## src/rtl/booth_mul_pkg.sv

```systemverilog
package booth_mul_pkg;

  typedef struct packed {
    logic neg;
    logic one;
    logic two;
  } booth_digit_t;

  function automatic int csa_next(int n);
    return 2 * (n / 3) + (n % 3);
  endfunction

  function automatic int csa_rows(int n0, int lvl);
    int n;
    n = n0;
    for (int i = 0; i < lvl; i++) n = csa_next(n);
    return n;
  endfunction

  function automatic int csa_depth(int n0);
    int n;
    int d;
    n = n0;
    d = 0;
    while (n > 2) begin
      n = csa_next(n);
      d++;
    end
    return d;
  endfunction

  function automatic int csa_base(int n0, int lvl);
    int s;
    s = 0;
    for (int i = 0; i < lvl; i++) s += csa_rows(n0, i);
    return s;
  endfunction

endpackage

```

## src/rtl/booth_recoder.sv

```systemverilog
module booth_recoder
  import booth_mul_pkg::*;
#(
  parameter int W = 16,
  localparam int ND = W / 2
) (
  input  logic [W-1:0]              mplier,
  output booth_digit_t [ND-1:0]     digits
);

  logic [W:0] ext;
  assign ext = {mplier, 1'b0};

  for (genvar i = 0; i < ND; i++) begin : g_dig
    logic [2:0] grp;
    assign grp = ext[2*i+2 -: 3];
    assign digits[i].neg = grp[2] & ~(grp[1] & grp[0]);
    assign digits[i].one = grp[1] ^ grp[0];
    assign digits[i].two = (grp[2] & ~grp[1] & ~grp[0]) |
                           (~grp[2] & grp[1] & grp[0]);
  end

endmodule

```

## src/rtl/booth_pp_row.sv

```systemverilog
module booth_pp_row
  import booth_mul_pkg::*;
#(
  parameter int W   = 16,
  parameter int IDX = 0,
  localparam int PW = 2 * W
) (
  input  logic [W-1:0]  mcand,
  input  booth_digit_t  digit,
  output logic [PW-1:0] row
);

  logic [W:0]    sel;
  logic [W:0]    flip;
  logic [PW-1:0] wide;

  always_comb begin
    if (digit.two)      sel = {mcand, 1'b0};
    else if (digit.one) sel = {mcand[W-1], mcand};
    else                sel = '0;
  end

  assign flip = sel ^ {(W+1){digit.neg}};
  assign wide = {{(PW-W-1){flip[W]}}, flip};
  assign row  = wide << (2 * IDX);

endmodule

```

## src/rtl/csa_tree.sv

```systemverilog
module csa_tree
  import booth_mul_pkg::*;
#(
  parameter int PW   = 32,
  parameter int ROWS = 9,
  localparam int DEPTH = csa_depth(ROWS),
  localparam int TOTAL = csa_base(ROWS, DEPTH + 1)
) (
  input  logic [ROWS-1:0][PW-1:0] rows,
  output logic [PW-1:0]           sum
);

  logic [PW-1:0] node [0:TOTAL-1];

  for (genvar r = 0; r < ROWS; r++) begin : g_in
    assign node[r] = rows[r];
  end

  for (genvar l = 0; l < DEPTH; l++) begin : g_lvl
    localparam int NIN  = csa_rows(ROWS, l);
    localparam int BIN  = csa_base(ROWS, l);
    localparam int BOUT = csa_base(ROWS, l + 1);
    localparam int NG   = NIN / 3;
    localparam int NR   = NIN % 3;
    for (genvar g = 0; g < NG; g++) begin : g_csa
      logic [PW-1:0] x, y, z;
      assign x = node[BIN + 3*g];
      assign y = node[BIN + 3*g + 1];
      assign z = node[BIN + 3*g + 2];
      assign node[BOUT + 2*g]     = x ^ y ^ z;
      assign node[BOUT + 2*g + 1] = ((x & y) | (x & z) | (y & z)) << 1;
    end
    for (genvar p = 0; p < NR; p++) begin : g_pass
      assign node[BOUT + 2*NG + p] = node[BIN + 3*NG + p];
    end
  end

  localparam int BLAST = csa_base(ROWS, DEPTH);
  assign sum = node[BLAST] + node[BLAST + 1];

endmodule

```

## src/rtl/booth_mul.sv

```systemverilog
module booth_mul
  import booth_mul_pkg::*;
#(
  parameter int W = 16,
  localparam int ND = W / 2,
  localparam int PW = 2 * W
) (
  input  logic          clk,
  input  logic          rst_n,
  input  logic          in_valid,
  output logic          in_ready,
  input  logic [W-1:0]  in_a,
  input  logic [W-1:0]  in_b,
  input  logic          in_swap,
  output logic          out_valid,
  input  logic          out_ready,
  output logic [PW-1:0] out_prod
);

  logic          adv;
  logic          v1_q, v2_q, v3_q;
  logic [W-1:0]  a1_q, b1_q;
  logic          sw1_q;
  logic [W-1:0]  mcand_q, mplier_q;
  logic [PW-1:0] prod_q;

  assign adv      = !v3_q || out_ready;
  assign in_ready = adv;

  always_ff @(posedge clk) begin
    if (!rst_n) begin
      v1_q  <= 1'b0;
      a1_q  <= '0;
      b1_q  <= '0;
      sw1_q <= 1'b0;
    end else if (adv) begin
      v1_q <= in_valid;
      if (in_valid) begin
        a1_q  <= in_a;
        b1_q  <= in_b;
        sw1_q <= in_swap;
      end
    end
  end

  always_ff @(posedge clk) begin
    if (!rst_n) begin
      v2_q     <= 1'b0;
      mcand_q  <= '0;
      mplier_q <= '0;
    end else if (adv) begin
      v2_q <= v1_q;
      if (v1_q) begin
        mcand_q  <= sw1_q ? b1_q : a1_q;
        mplier_q <= sw1_q ? a1_q : b1_q;
      end
    end
  end

  booth_digit_t [ND-1:0]   digits;
  logic [ND:0][PW-1:0]     rows;
  logic [PW-1:0]           corr;
  logic [PW-1:0]           sum;

  booth_recoder #(.W(W)) i_rec (
    .mplier (mplier_q),
    .digits (digits)
  );

  for (genvar i = 0; i < ND; i++) begin : g_pp
    booth_pp_row #(.W(W), .IDX(i)) i_pp (
      .mcand (mcand_q),
      .digit (digits[i]),
      .row   (rows[i])
    );
  end

  always_comb begin
    corr = '0;
    for (int i = 0; i < ND; i++) corr[2*i] = digits[i].neg;
  end
  assign rows[ND] = corr;

  csa_tree #(.PW(PW), .ROWS(ND + 1)) i_tree (
    .rows (rows),
    .sum  (sum)
  );

  always_ff @(posedge clk) begin
    if (!rst_n) begin
      v3_q   <= 1'b0;
      prod_q <= '0;
    end else if (adv) begin
      v3_q <= v2_q;
      if (v2_q) prod_q <= sum;
    end
  end

  assign out_valid = v3_q;
  assign out_prod  = prod_q;

endmodule

```

## config.mk

```make
export PLATFORM = sky130hd
export DESIGN_NAME = booth_mul
export DESIGN_NICKNAME = d
export VERILOG_FILES = /design/src/rtl/booth_mul_pkg.sv /design/src/rtl/booth_recoder.sv /design/src/rtl/booth_pp_row.sv /design/src/rtl/csa_tree.sv /design/src/rtl/booth_mul.sv
export SDC_FILE = /design/constraint.sdc
export NUM_CORES = 1
export LEC_CHECK = 0
export BUFFER_PORTS_ARGS = -buffer_cell sky130_fd_sc_hd__buf_2
export CAP_MARGIN = 15
export CORE_ASPECT_RATIO = 0.9
export CORE_MARGIN = 10
export CORE_UTILIZATION = 57
export DETAILED_ROUTE_END_ITERATION = 8
export PLACE_DENSITY_LB_ADDON = 0.05
export SLEW_MARGIN = 20
export SYNTH_ARGS = -nofsm -noshare
export SYNTH_HDL_FRONTEND = slang
export SYNTH_SLANG_ARGS = --single-unit
```

## constraint.sdc

```tcl
create_clock -name clk -period 5.58 [get_ports clk]
set_input_delay 0.279 -clock clk [delete_from_list [all_inputs] [get_ports clk]]
set_output_delay 0.279 -clock clk [all_outputs]
set_load 0.03 [all_outputs]
```

* Yosys cells after proc, flatten, opt, wreduce, memory -nomap -nowiden
Cells that the tools add are included.
Word-level totals: bits in registers 100, input bits 37, output and inout bits 34, word-level logic and storage cells 170
Operators by class: add/subtract/negate cells 1, multiplexer cells 18, bitwise operators 137, reductions and logical operators 5
Operators by type and width (number):
- 31-bit AND | 19
- 31-bit OR | 14
- 32-bit XOR | 13
- 17-bit 2-to-1 mux | 16
- 17-bit XOR | 8
- 31-bit by 15-bit AND with 31-bit output | 2
- 1-bit AND | 43
- 32-bit adder | 1
- 16-bit 2-to-1 mux | 2
- 32-bit by 15-bit XOR with 32-bit output | 1
- 1-bit NOT | 23
- 1-bit OR | 7
- 1-bit XOR | 7
- 2-bit AND reduction | 3
- 1-bit zero test | 1
- 1-bit logical OR | 1

* Longest topological paths before layout
Gate-level depths: netlist (run 1).
word-level depth 19, mapped depth 23, depth with buffers taken out 21

* Cells and area by module
A second synthesis (run 1) with hierarchy kept.
Second synthesis, totals: cell total of the unflattened synthesis 2040, area total of the unflattened synthesis 17867.1 sq um
By module, submodules not included:
- csa_tree | times used 1, cells each 728, area each 7025.5 sq um
- booth_pp_row at g_pp[1].i_pp ... | times used 7, cells each 109, area each 820.8 sq um
- booth_mul | times used 1, cells each 403, area each 4000.1 sq um
- booth_pp_row at g_pp[0].i_pp | times used 1, cells each 108, area each 817.0 sq um
- booth_recoder | times used 1, cells each 38, area each 279.0 sq um

* Worst setup path before layout (run 1)
OpenSTA, ideal clock, no wires.
path type reg2reg, start register mplier_q[1], end register prod_q[30], in the netlist out_prod[30], arrival time 5268 ps, path slack 196 ps, cell stages (with the launch flop) 22, buffers on the path 2, path through dfxtp_1 > clkbuf_1 > nand2_1 > o21ai_1 > o21ai_0 > xnor2_1 > inv_1 > fa_1 > inv_1 > fa_1 > inv_1 > fa_1 > inv_1 > fa_1 > ha_1 > clkbuf_1 > and4_1 > and3_1 > a221o_1 > a21oi_1 > mux2i_1 > a31o_2
On the way: word-level cells in the longest chain between the ends 18, elaborated cells between the ends (all ways) 55, those cells by class 1 x add/sub; 3 x mux; 51 x bitwise
Ends and longest elaborated chain:
- start, declared | RTL line booth_mul.sv:24 | logic [W-1:0] mcand_q, mplier_q;
- start signal, assigned | RTL line booth_mul.sv:55 | mplier_q <= sw1_q ? a1_q : b1_q;
- 1-bit NOT
- 1-bit AND | RTL line booth_recoder.sv:19 | assign digits[i].two = (grp[2] & ~grp[1] & ~grp[0]) |
- 1-bit OR | RTL line booth_recoder.sv:19
- 17-bit 2-to-1 mux | RTL line booth_pp_row.sv:18 | if (digit.two) sel = {mcand, 1'b0};
- 17-bit XOR | RTL line booth_pp_row.sv:23 | assign flip = sel ^ {(W+1){digit.neg}};
- 31-bit AND | RTL line csa_tree.sv:31 | assign node[BOUT + 2*g + 1] = ((x & y) | (x & z) | (y & z)) << 1;
- 31-bit OR (2 in series) | RTL line csa_tree.sv:31
- 31-bit AND | RTL line csa_tree.sv:31
- 31-bit OR (2 in series) | RTL line csa_tree.sv:31
- 31-bit AND | RTL line csa_tree.sv:31
- 31-bit OR (2 in series) | RTL line csa_tree.sv:31
- 31-bit AND | RTL line csa_tree.sv:31
- 31-bit OR (2 in series) | RTL line csa_tree.sv:31
- 32-bit adder (*) | RTL line csa_tree.sv:39 | assign sum = node[BLAST] + node[BLAST + 1];
- end signal, assigned | RTL line booth_mul.sv:95 | if (v2_q) prod_q <= sum;
- end, declared | RTL line booth_mul.sv:25 | logic [PW-1:0] prod_q;
Every way passes the cells marked *; elsewhere a longest branch is shown, timed or not. A chain may end at the register's enable or synchronous reset.

* Worst setup path in the final report (run 1)
start register mplier_q[9], end register prod_q[28], in the netlist out_prod[28]
On the way: word-level cells in the longest chain between the ends 18, elaborated cells between the ends (all ways) 58, those cells by class 1 x add/sub; 3 x mux; 54 x bitwise
Ends and longest elaborated chain:
- 1-bit NOT | RTL line booth_recoder.sv:19, booth_recoder.sv:20
- 1-bit AND (2 in series) | RTL line booth_recoder.sv:20 | (~grp[2] & grp[1] & grp[0]);
- 1-bit OR | RTL line booth_recoder.sv:19
- 17-bit 2-to-1 mux | RTL line booth_pp_row.sv:18
- 17-bit XOR | RTL line booth_pp_row.sv:23
- 32-bit XOR or 31-bit AND (tied branches) | RTL line csa_tree.sv:30, csa_tree.sv:31
- 32-bit XOR or 31-bit OR (tied branches) | RTL line csa_tree.sv:30, csa_tree.sv:31
- 31-bit AND or 31-bit OR (tied branches) | RTL line csa_tree.sv:31
- 31-bit OR or 32-bit XOR (tied branches) (2 in series) | RTL line csa_tree.sv:31, csa_tree.sv:30
- 31-bit AND | RTL line csa_tree.sv:31
- 31-bit OR (2 in series) | RTL line csa_tree.sv:31
- 31-bit AND | RTL line csa_tree.sv:31
- 31-bit OR (2 in series) | RTL line csa_tree.sv:31
- 32-bit adder (*) | RTL line csa_tree.sv:39
Marked as above.

==> results of run 1 <==
==> layout by cell type, fill, tap and decap left out, types with 5 or more instances in the layout <==
| master | count |
|---|---|
| fa_1 | 116 |
| o21ai_0 | 24 |
| and3_1 | 111 |
| inv_1 | 191 |
| nor2_1 | 51 |
| nand3_1 | 31 |
| a211oi_1 | 35 |
| mux2i_1 | 34 |
| a21oi_1 | 203 |
| nor2b_2 | 6 |
| dfxtp_1 | 95 |
| buf_4 | 74 |
| nor2b_1 | 7 |
| a21o_1 | 16 |
| o21ai_1 | 10 |
| xnor2_1 | 136 |
| ha_1 | 74 |
| o21a_1 | 12 |
| nand2_1 | 130 |
| or3_1 | 5 |
| o211ai_1 | 5 |
| nor3_1 | 6 |
| clkbuf_16 | 9 |
| buf_2 | 70 |
| a31oi_1 | 8 |
| xor2_1 | 16 |
==> Yosys cell counts (all sizes together), types with 13 or more instances <==
cell type  instances  area, um2
a21oi            209       1080
inv              193        724
xnor2            138       1210
nand2            131        492
fa               116       2320
and3             111        694
dfxtp            100       2000
clkbuf            91        344
ha                77        963
nor2              51        191
a211oi            38        300
o21ai             36        184
mux2i             34        340
nand3             31        155
a21o              16        120
o21a              16        120
xor2              16        140
buf               14       75.1
nor2b             13       81.3
==> sequential cells by signal (all words and copies together) (netlist names) <==
register / count
sw1_q: 1
mplier_q: 16
a1_q: 16
out_valid: 1
v2_q: 1
b1_q: 16
v1_q: 1
out_prod: 32
mcand_q: 16
==> power breakdown <==
group          switching (uW)  internal [uW]
clock                     350            324
sequential               84.7            806
combinational            2940           2170
==> what timing repair did <==
action,in CTS,in global routing
hold buffers,0,0
endpoints found under the setup margin,2,14
pin swaps,0,1
gates resized for setup,1,19
==> path summary, 6_finish.rpt <==
kind	start	end	slack, ns	cells after the start
worst min-delay path	in_a[9]	a1_q[9]	0.13	3
worst min register to register	out_prod[17]	out_prod[17]	0.45	2
worst max register to register	mplier_q[9]	out_prod[28]	0.24	20
worst max-delay path	mplier_q[9]	out_prod[28]	0.24	20
==> metal layers <==
layer	part of all wire (%)	global-route usage (%)
met5	0	0
met4	2.0	6.97
met3	4.6	2.38
met2	49	39.8
met1	45	30.4
==> through the flow <==
step            TNS, ns  setup WS (ns)  hold WS, ns
4_1_cts               0         0.0355        0.130
3_5_place_dp   -0.00686       -0.00686        0.443
3_3_place_gp          0          0.108        0.437
2_1_floorplan         0          0.196        0.415
6_report              0          0.238        0.134
5_1_grt               0      0.0000302        0.134
==> tightest hold or removal path, cell delays in order <==
cell and delay, ns:
buf_2 0.09, nand2_1 0.04, a21oi_1 0.05
==> area by class of cell <==
| class | count | share of cell area, % |
|---|---|---|
| well taps | 286 | 2.68 |
| inverters | 194 | 5.46 |
| flip-flops and latches | 100 | 15.1 |
| clock buffers | 9 | 1.69 |
| diodes | 1 | 0.0188 |
| clock inverters | 7 | 0.666 |
| repair buffers | 146 | 7.09 |
| multi-input cells | 1101 | 67.3 |
==> cells by family (layout without fill, tap and decap cells) <==
| kind of cell | Yosys count | in the layout | share of synthesized area (%) |
|---|---|---|---|
| xor gates and xnor gates | 154 | 154 | 11.2 |
| adders and majority gates | 193 | 193 | 27.2 |
| DFF | 100 | 100 | 16.6 |
| and+or+nand+nor | 373 | 373 | 15.4 |
| AOI/OAI and AO/OA | 347 | 347 | 17.2 |
| muxes | 34 | 34 | 2.82 |
| buffers and inverters | 299 | 356 | 9.51 |
| other | 0 | 1 | 0 |
==> metrics, run 1 <==
outcome=complete, no violations; final net count=1,782; critical path arrival=5.61 ns; Total Wirelength=just over 30 mm; FF+latch count, synth=100; # setup viols final=0; Critical Path RT=between 5 and 6 ns; post-DP HPWL=between 20 and 25 mm; CTS tree=yes; CTS Buf Count=9; Layout Utilization=around 64%; Yosys warning count=0; Placement Rows=50; post-synthesis sequential area ratio=16.6%; Netlist cell types=52; Initial Util=slightly below 60%; vias in the first global route=about 10,000; RSZ-0062 raised after global routing=no; Slew HR=34.0%; maximum vdd ir drop=approximately 0.55 mV; post-DR vias/cell=roughly 5.6; post-synthesis net count=~1,700; Clk Latency, worst-skew pair=about 0.38 ns; die width=between 150 and 200 um; Cell Area, Synth=around 0.012 mm2; H-tree depth=3; Setup Skew=0.0194 ns; drt pass-1 iters=5; max frequency=roughly 190 MHz; most used cell, CP=fa_1; Die Area=approximately 0.027 mm2; fin area=around 0.013 mm2; Power Total=between 6000 and 7000 uW; Buffers on Ports=70; Final Hold Viols=0; DP Area=around 0.013 mm2; I/O pin total=between 70 and 80; min Tclk post-route=about 5.3 ns; Final Max Tran Viols=0; Leak Pwr=0.00613 uW; initial antenna violation count=0; first-pass GRT wire length=about 52 mm; total gr overflow=0; Fill cells=roughly 1,900; GP Congestion=just over 0.9; Worst-path clk slew=0.09 ns; Main synth FF type=dfxtp_1; area of the multi-input gates=approximately 0.009 mm2; number of flops mapped to enable cells by yosys=0; Syn Inst Count=1,500; DRC viols=0; CP bufs+invs=3; Register Area=a little over 0.002 mm2; max-cap violations=0; Crit Path Max Fanout=11; Min-Delay Path Class=input port to flop; DR iter-0 viols=roughly 1,000; ys async rst share=0%; Setup CP Type=flop to flop; Top Family by Delay on Critical Path=adder cells; max incr delay on CP=~0.56 ns; clock root buffer=clkbuf_16; routed len/inst=around 17 um; vias=approximately 10,000; slowest cell on the critical path=fa_1; post-route ant nets=0; CP Launch Type=flop; Chip Height=158 um; fin crit share=between 90% and 100%; Core Region=approximately 0.021 mm2; Longest Clk Path Bufs=2; Critical Path End Type=flop; Synth Area per Inst=~8 um2; Clock Sinks=100; critical-path cell list=nand2_1, o21a_2, and3_1, a21oi_1, xnor2_1, fa_1, inv_1, fa_1, fa_1, fa_1, inv_1, ha_1, buf_4, a21o_1, a2bb2oi_2, and2_1, nand3b_1, a311oi_2, xor2_1, o21ai_0; layout cell share with drive strength beyond 1=roughly an eighth; pin count of the biggest net entering global routing=between 70 and 80; worst-margin pin slew=roughly 0.99 ns; Power Dens Cells=roughly 500 mW/mm2; area added between synthesis and finish=10.6%; Post-CTS Setup Bufs=0; non-filler instance count after layout=around 1,800; Placed Cells=~1,800; GRT Overall Usage=a little under a quarter
No activity file was read; power rests on OpenSTA's default activity.
==> run 2: changes to the inputs <==
--- a/config.mk
+++ b/config.mk
@@ -12,6 +12,7 @@
 export CORE_UTILIZATION = 57
 export DETAILED_ROUTE_END_ITERATION = 8
 export PLACE_DENSITY_LB_ADDON = 0.05
+export RECOVER_POWER = 25
 export SLEW_MARGIN = 20
 export SYNTH_ARGS = -nofsm -noshare
 export SYNTH_HDL_FRONTEND = slang
==> constraint.sdc (replaced) <==
create_clock -name clk -period 5.58 [get_ports clk]
set_input_delay 0.279 -clock clk [delete_from_list [all_inputs] [get_ports clk]]
set_output_delay 0.279 -clock clk [all_outputs]
set_load 0.1 [all_outputs]
==> run 2 against run 1 <==
Against the previous run: non-clock buffer count is the same; first-iteration DRC count grew 1.3%; routed wire length grew 0.30%; combinational power rose by 5.9%; largest power group unchanged; highest routed layer unchanged; design area down 0.30%.
==> metrics, run 2 (synthesized netlist as in run 1, its figures left out) <==
area added between synthesis and finish=10.3%; Pint=3280 uW; critical-path cell list=nand2_1, o21a_2, and3_1, a21oi_1, xnor2_1, fa_1, inv_1, fa_1, fa_1, fa_1, inv_1, ha_1, buf_4, a21o_1, a2bb2oi_2, and2_1, nand3b_1, a311oi_2, xor2_1, o21ai_0; worst-margin pin slew=about 1.2 ns; logic gate share of total power=approximately 78%; H-tree depth=3; outcome=complete, no violations; initial antenna violation count=0; Hold Slack=approximately 0.13 ns; min Tclk post-route=between 5 and 6 ns; routed len/inst=between 15 and 20 um; Clk pwr share=under 10%; Clk Latency, worst-skew pair=between 0.3 and 0.4 ns; Worst R2R End=out_prod[28]; drt pass-1 iters=9; post-route ant nets=0; Min-Delay Path Class=input port to flop; Top Family by Delay on Critical Path=adder cells; post-DR vias/cell=about 5.6; non-filler instance count after layout=1,844; Worst Hold Depth=3; RSZ-0062 raised after global routing=no; Worst-path clk slew=0.09 ns; vias=between 10,000 and 15,000; CTS tree=yes; Core Region=0.0208 mm2; total gr overflow=0; Power Dens Cells=roughly 520 mW/mm2; reg2reg setup slack=~0.25 ns; switch share=52.9%; max reg flops=32; Leak Pwr=0.00599 uW; max frequency=approximately 190 MHz; reg2reg start=mplier_q[9]; commonest non-fill, non-tap cell in the layout=a21oi_1; Placement Rows=50; DR iter-0 viols=around 1,000; Power Total=6980 uW; most frequent cells in the layout=a21oi_1 (203), inv_1 (191), xnor2_1 (136), nand2_1 (130), fa_1 (116); Crit Path Max Fanout=11; Initial Util=between 50% and 60%; hold_buf cts=0; vias in the first global route=slightly above 10,000; slowest cell on the critical path=fa_1; CP bufs+invs=3; Buffers on Ports=70; die width=~170 um; fin crit share=95.6%; Slew HR=about a fifth; Chip Height=roughly 160 um; Post-CTS Setup Bufs=0; Reg power frac=about 13%; Setup CP Type=flop to flop; pin count of the biggest net entering global routing=72; Total Wirelength=31.2 mm; DRC viols=0; GP Congestion=0.920; critical path arrival=5.60 ns; Final Max Tran Viols=0; Longest Clk Path Bufs=2; most used cell, CP=fa_1; max-cap violations=0; I/O pin total=slightly above 70; Critical Path RT=5.84 ns; GRT Overall Usage=about 23%; Clock Sinks=100; reg2reg path depth=20; CP Launch Type=flop; first-pass GRT wire length=52.2 mm; hold_sp=in_a[9]; CTS Buf Count=9; Final Hold Viols=0; Placed Cells=~1,800; post-DP HPWL=roughly 24 mm; switching power=between 3000 and 4000 uW; final net count=roughly 1,800; layout cell share with drive strength beyond 1=between 10% and 20%; # setup viols final=0; Setup Skew=around 0.019 ns; Critical Path End Type=flop; Die Area=0.0274 mm2; clock root buffer=clkbuf_16; Layout Utilization=~64%; max incr delay on CP=0.56 ns; maximum vdd ir drop=0.549 mV; hold endpoint=a1_q[9]
## run 2: cell count changes in the layout (fill, tap and decap cells not counted)
cell,before,now
clkbuf_1,0,32
buf_2,70,38
## run 2: worst max-delay path by stage
| stage | from | endpoint | slack [ns] | depth (start not counted) |
|---|---|---|---|---|
| 3_5_place_dp | mplier_q[7] | out_prod[31] | -0.007 | 16 |
| 6_report | mplier_q[9] | out_prod[28] | 0.25 | 20 |
| 5_1_grt | mplier_q[9] | out_prod[28] | 0.00003 | 20 |
| 4_1_cts | mplier_q[9] | out_prod[31] | 0.04 | 20 |
| 2_1_floorplan | mplier_q[1] | out_prod[30] | 0.20 | 21 |
| 3_3_place_gp | mplier_q[7] | out_prod[31] | 0.11 | 16 |
## run 2: per-stage QoR
stage          setup TNS [ns]  setup slack, ns  cell area [um2]
2_1_floorplan               0            0.196            12100
3_3_place_gp                0            0.108            13000
3_5_place_dp         -0.00686         -0.00686            13000
4_1_cts                     0           0.0355            13300
5_1_grt                     0        0.0000302            13300
6_report                    0            0.246            13300
## run 2: metal layers
metal / track usage, % / wire, um / share of wire, % / vias up
li1: - / - / - / 5050
met1: 30.4 / 13800 / 44 / 5058
met2: 39.8 / 15200 / 49 / 268
met3: 2.38 / 1560 / 5.0 / 41
met4: 6.97 / 636 / 2.0 / 0
met5: 0 / 0 / 0 / -
## run 2: worst reg2reg max path: stages (launching register included)
cell	delay, ns
dfxtp_2	0.44
nand2_1	0.10
o21a_2	0.29
and3_1	0.20
a21oi_1	0.16
xnor2_1	0.13
fa_1	0.55
inv_1	0.06
fa_1	0.56
fa_1	0.46
fa_1	0.50
inv_1	0.04
ha_1	0.30
buf_4	0.15
a21o_1	0.20
a2bb2oi_2	0.14
and2_1	0.20
nand3b_1	0.18
a311oi_2	0.30
xor2_1	0.19
o21ai_0	0.09
## run 2: timing repair
action	in CTS	in global routing
gates resized for setup	1	19
endpoints found under the setup margin	2	14
pin swaps	0	1
## run 2: cell type report
cell class | count | area (um2)
multi-input cells | 1101 | 8980
fillers | 1935 | 7530
flip-flops and latches | 100 | 2010
repair buffers | 146 | 906
inverters | 194 | 728
well taps | 286 | 358
clock buffers | 9 | 225
clock inverters | 7 | 88.8
diodes | 1 | 2.50
## run 2: power by group through the flow
| stage | registers (uW) | logic (uW) | clock network [uW] |
|---|---|---|---|
| 2_1_floorplan | 1320 | 3600 | 0 |
| 3_3_place_gp | 902 | 5320 | 0 |
| 3_5_place_dp | 905 | 5380 | 0 |
| 4_1_cts | 888 | 5410 | 690 |
| 5_1_grt | 906 | 6050 | 716 |
| 6_report | 893 | 5410 | 674 |
==> run 3: changes to the inputs <==
--- a/config.mk
+++ b/config.mk
@@ -9,7 +9,7 @@
 export CAP_MARGIN = 15
 export CORE_ASPECT_RATIO = 0.9
 export CORE_MARGIN = 10
-export CORE_UTILIZATION = 57
+export CORE_UTILIZATION = 60
 export DETAILED_ROUTE_END_ITERATION = 8
 export PLACE_DENSITY_LB_ADDON = 0.05
 export RECOVER_POWER = 25
==> constraint.sdc (replaced) <==
create_clock -name clk -period 5.1 [get_ports clk]
set_input_delay 0.255 -clock clk [delete_from_list [all_inputs] [get_ports clk]]
set_output_delay 0.255 -clock clk [all_outputs]
set_load 0.1 [all_outputs]
==> run 3 against run 2 <==
Against the previous run: routed wire length increased by 20%; clock skew down 0.0036 ns; via count grew 8.5%; critical path depth unchanged; first-iteration DRC count shrank 12%; critical path type unchanged; maximum frequency increased by 2.2%; global-route usage is 4.0 points higher; flip-flop and latch count did not move; clock power up 7.7%; final cell count is 6.2% higher; count of clock-buffer cells in the layout unchanged; highest routed layer unchanged; the flow now finishes with violations (negative setup slack); combinational power increased by 66%.
==> metrics, run 3 (synthesized netlist as in run 1, its figures left out) <==
I/O pin total=a little over 70; Clock Sinks=100; Chip Height=between 150 and 200 um; post-DP HPWL=between 20 and 30 mm; vias in the first global route=10,900; fin crit share=102%; DRC viols=0; setup ws final=-0.118 ns; total gr overflow=0; Worst Hold Depth=3; switch share=between 40% and 50%; Setup CP Type=flop to flop; GRT Overall Usage=between 20% and 30%; Buffers on Ports=70; post-route ant nets=0; reg2reg setup slack=-0.12 ns; Core Region=slightly below 0.02 mm2; Critical Path End Type=flop; DR iter-0 viols=around 890; worst-margin pin slew=approximately 1.2 ns; RSZ-0062 raised after global routing=yes; Slew HR=20.1%; initial antenna violation count=0; CTS Buf Count=9; non-filler instance count after layout=1,959; failing checks=negative setup slack; layout cell share with drive strength beyond 1=between 20% and 30%; routed len/inst=between 15 and 20 um; vias=11,300; hold_sp=in_a[6]; most frequent cells in the layout=buf_4 (185), inv_1 (177), a21oi_1 (155), xnor2_1 (124), nand2_1 (121); critical path arrival=5.47 ns; max reg flops=32; max frequency=192 MHz; max incr delay on CP=between 0.5 and 0.6 ns; # setup viols final=9; Power Dens Cells=679 mW/mm2; Worst-path clk slew=about 0.080 ns; diode count=0; first-pass GRT wire length=57.6 mm; commonest non-fill, non-tap cell in the layout=buf_4; Clk pwr share=about 6.8%; hold_buf cts=0; most used cell, CP=fa_1; CP Launch Type=flop; Clk Latency, worst-skew pair=approximately 0.37 ns; Crit Path Max Fanout=7; Final Hold Viols=0; Leak Pwr=0.00698 uW; Total Wirelength=around 37 mm; clock root buffer=clkbuf_16; Die Area=~0.026 mm2; Min-Delay Path Class=input port to flop; DP Area=approximately 0.014 mm2; Place WS=-0.309 ns; Setup Skew=roughly 0.015 ns; Critical Path RT=roughly 5.4 ns; CTS tree=yes; slowest cell on the critical path=fa_2; max-cap violations=0; Initial Util=60.7%; GP Congestion=approximately 0.94; final net count=approximately 1,900; Reg power frac=just over 9%; outcome=finished, violations left; Placement Rows=just under 50; Pint=5380 uW; switching power=between 5000 and 6000 uW; area added between synthesis and finish=30.5%; fin area=between 0.015 and 0.02 mm2; reg2reg start=mplier_q[9]; post-DR vias/cell=5.77; pin count of the biggest net entering global routing=89; Worst Setup SP=mplier_q[9]; Fill cells=between 1,000 and 1,500; drt pass-1 iters=5; min Tclk post-route=5.22 ns; Longest Clk Path Bufs=2; critical-path cell list=buf_6, ha_4, buf_4, and3_1, a21oi_2, xnor2_1, fa_1, fa_1, inv_1, fa_1, inv_1, fa_2, ha_4, a21o_1, o21bai_1, nand2b_1, nand3b_1, a311oi_2, xor2_1, o21ai_1; H-tree depth=3; reg2reg path depth=20; Placed Cells=around 1,900; die width=169 um; logic gate share of total power=between 80% and 90%; maximum vdd ir drop=0.756 mV; Final Max Tran Viols=0
==> run 3: changes by cell type in the layout (fill, tap and decap cells not counted), sizes merged <==
cell and change:
clkbuf -4, diode -1, buf +151
==> run 3: layout make-up <==
| class | instances | area [um2] | area share (%) |
|---|---|---|---|
| multi-input cells | 1101 | 10100 | 64.0 |
| repair buffers | 293 | 2250 | 14.3 |
| flip-flops and latches | 100 | 2040 | 13.0 |
| inverters | 194 | 734 | 4.67 |
| well taps | 255 | 319 | 2.03 |
| clock buffers | 9 | 225 | 1.43 |
| clock inverters | 7 | 88.8 | 0.565 |
==> run 3: worst max-delay path: cells and delay by family (launching register included) <==
kind                     cells  cell delay, ns
buffers and inverters        4            0.37
adder cells (fa/ha/maj)      6            2.57
AO/OA/AOI/OAI                5            0.88
AND/OR/NAND/NOR              3            0.50
flip-flops                   1            0.39
XOR/XNOR                     2            0.41
==> run 3: what timing repair did <==
| action | CTS | global route |
|---|---|---|
| setup endpoints to repair | 17 | 20 |
| buffers inserted | 27 | 24 |
| gates resized for setup | 128 | 151 |
| pin swaps | 69 | 75 |
==> run 3: per-layer routing <==
metal / part of all wire (%) / vias to the layer above / global-route usage, %
li1: - / 5362 / -
met1: 45 / 5426 / 39.8
met2: 43 / 447 / 39.4
met3: 8.7 / 65 / 5.95
met4: 2.5 / 0 / 7.15
met5: 0 / - / 0
==> run 3: stage by stage <==
stage               hold WS, ns  utilization (%)  total power [uW]  setup TNS (ns)
floorplan                 0.391                -              5440               0
global placement          0.437             69.6              7810           -1.72
detailed placement        0.444             69.6              7850           -2.15
CTS                       0.108             74.9              9500          -0.263
global route              0.108             79.2             11400           -2.91
finish                    0.118             79.2             10700          -0.458
==> run 3: path summary, 6_finish.rpt <==
kind / to
worst min register to register: out_prod[11]
worst min-delay path: a1_q[6]
worst max-delay path: out_prod[28]
worst max register to register: out_prod[28]
==> run 3: power groups by stage <==
| stage | Sequential, uW | Clock (uW) | Combinational [uW] |
|---|---|---|---|
| 2_1_floorplan | 1440 | 0 | 4000 |
| 3_3_place_gp | 978 | 0 | 6830 |
| 3_5_place_dp | 981 | 0 | 6860 |
| 4_1_cts | 967 | 741 | 7790 |
| 5_1_grt | 989 | 768 | 9680 |
| 6_report | 975 | 726 | 8980 |
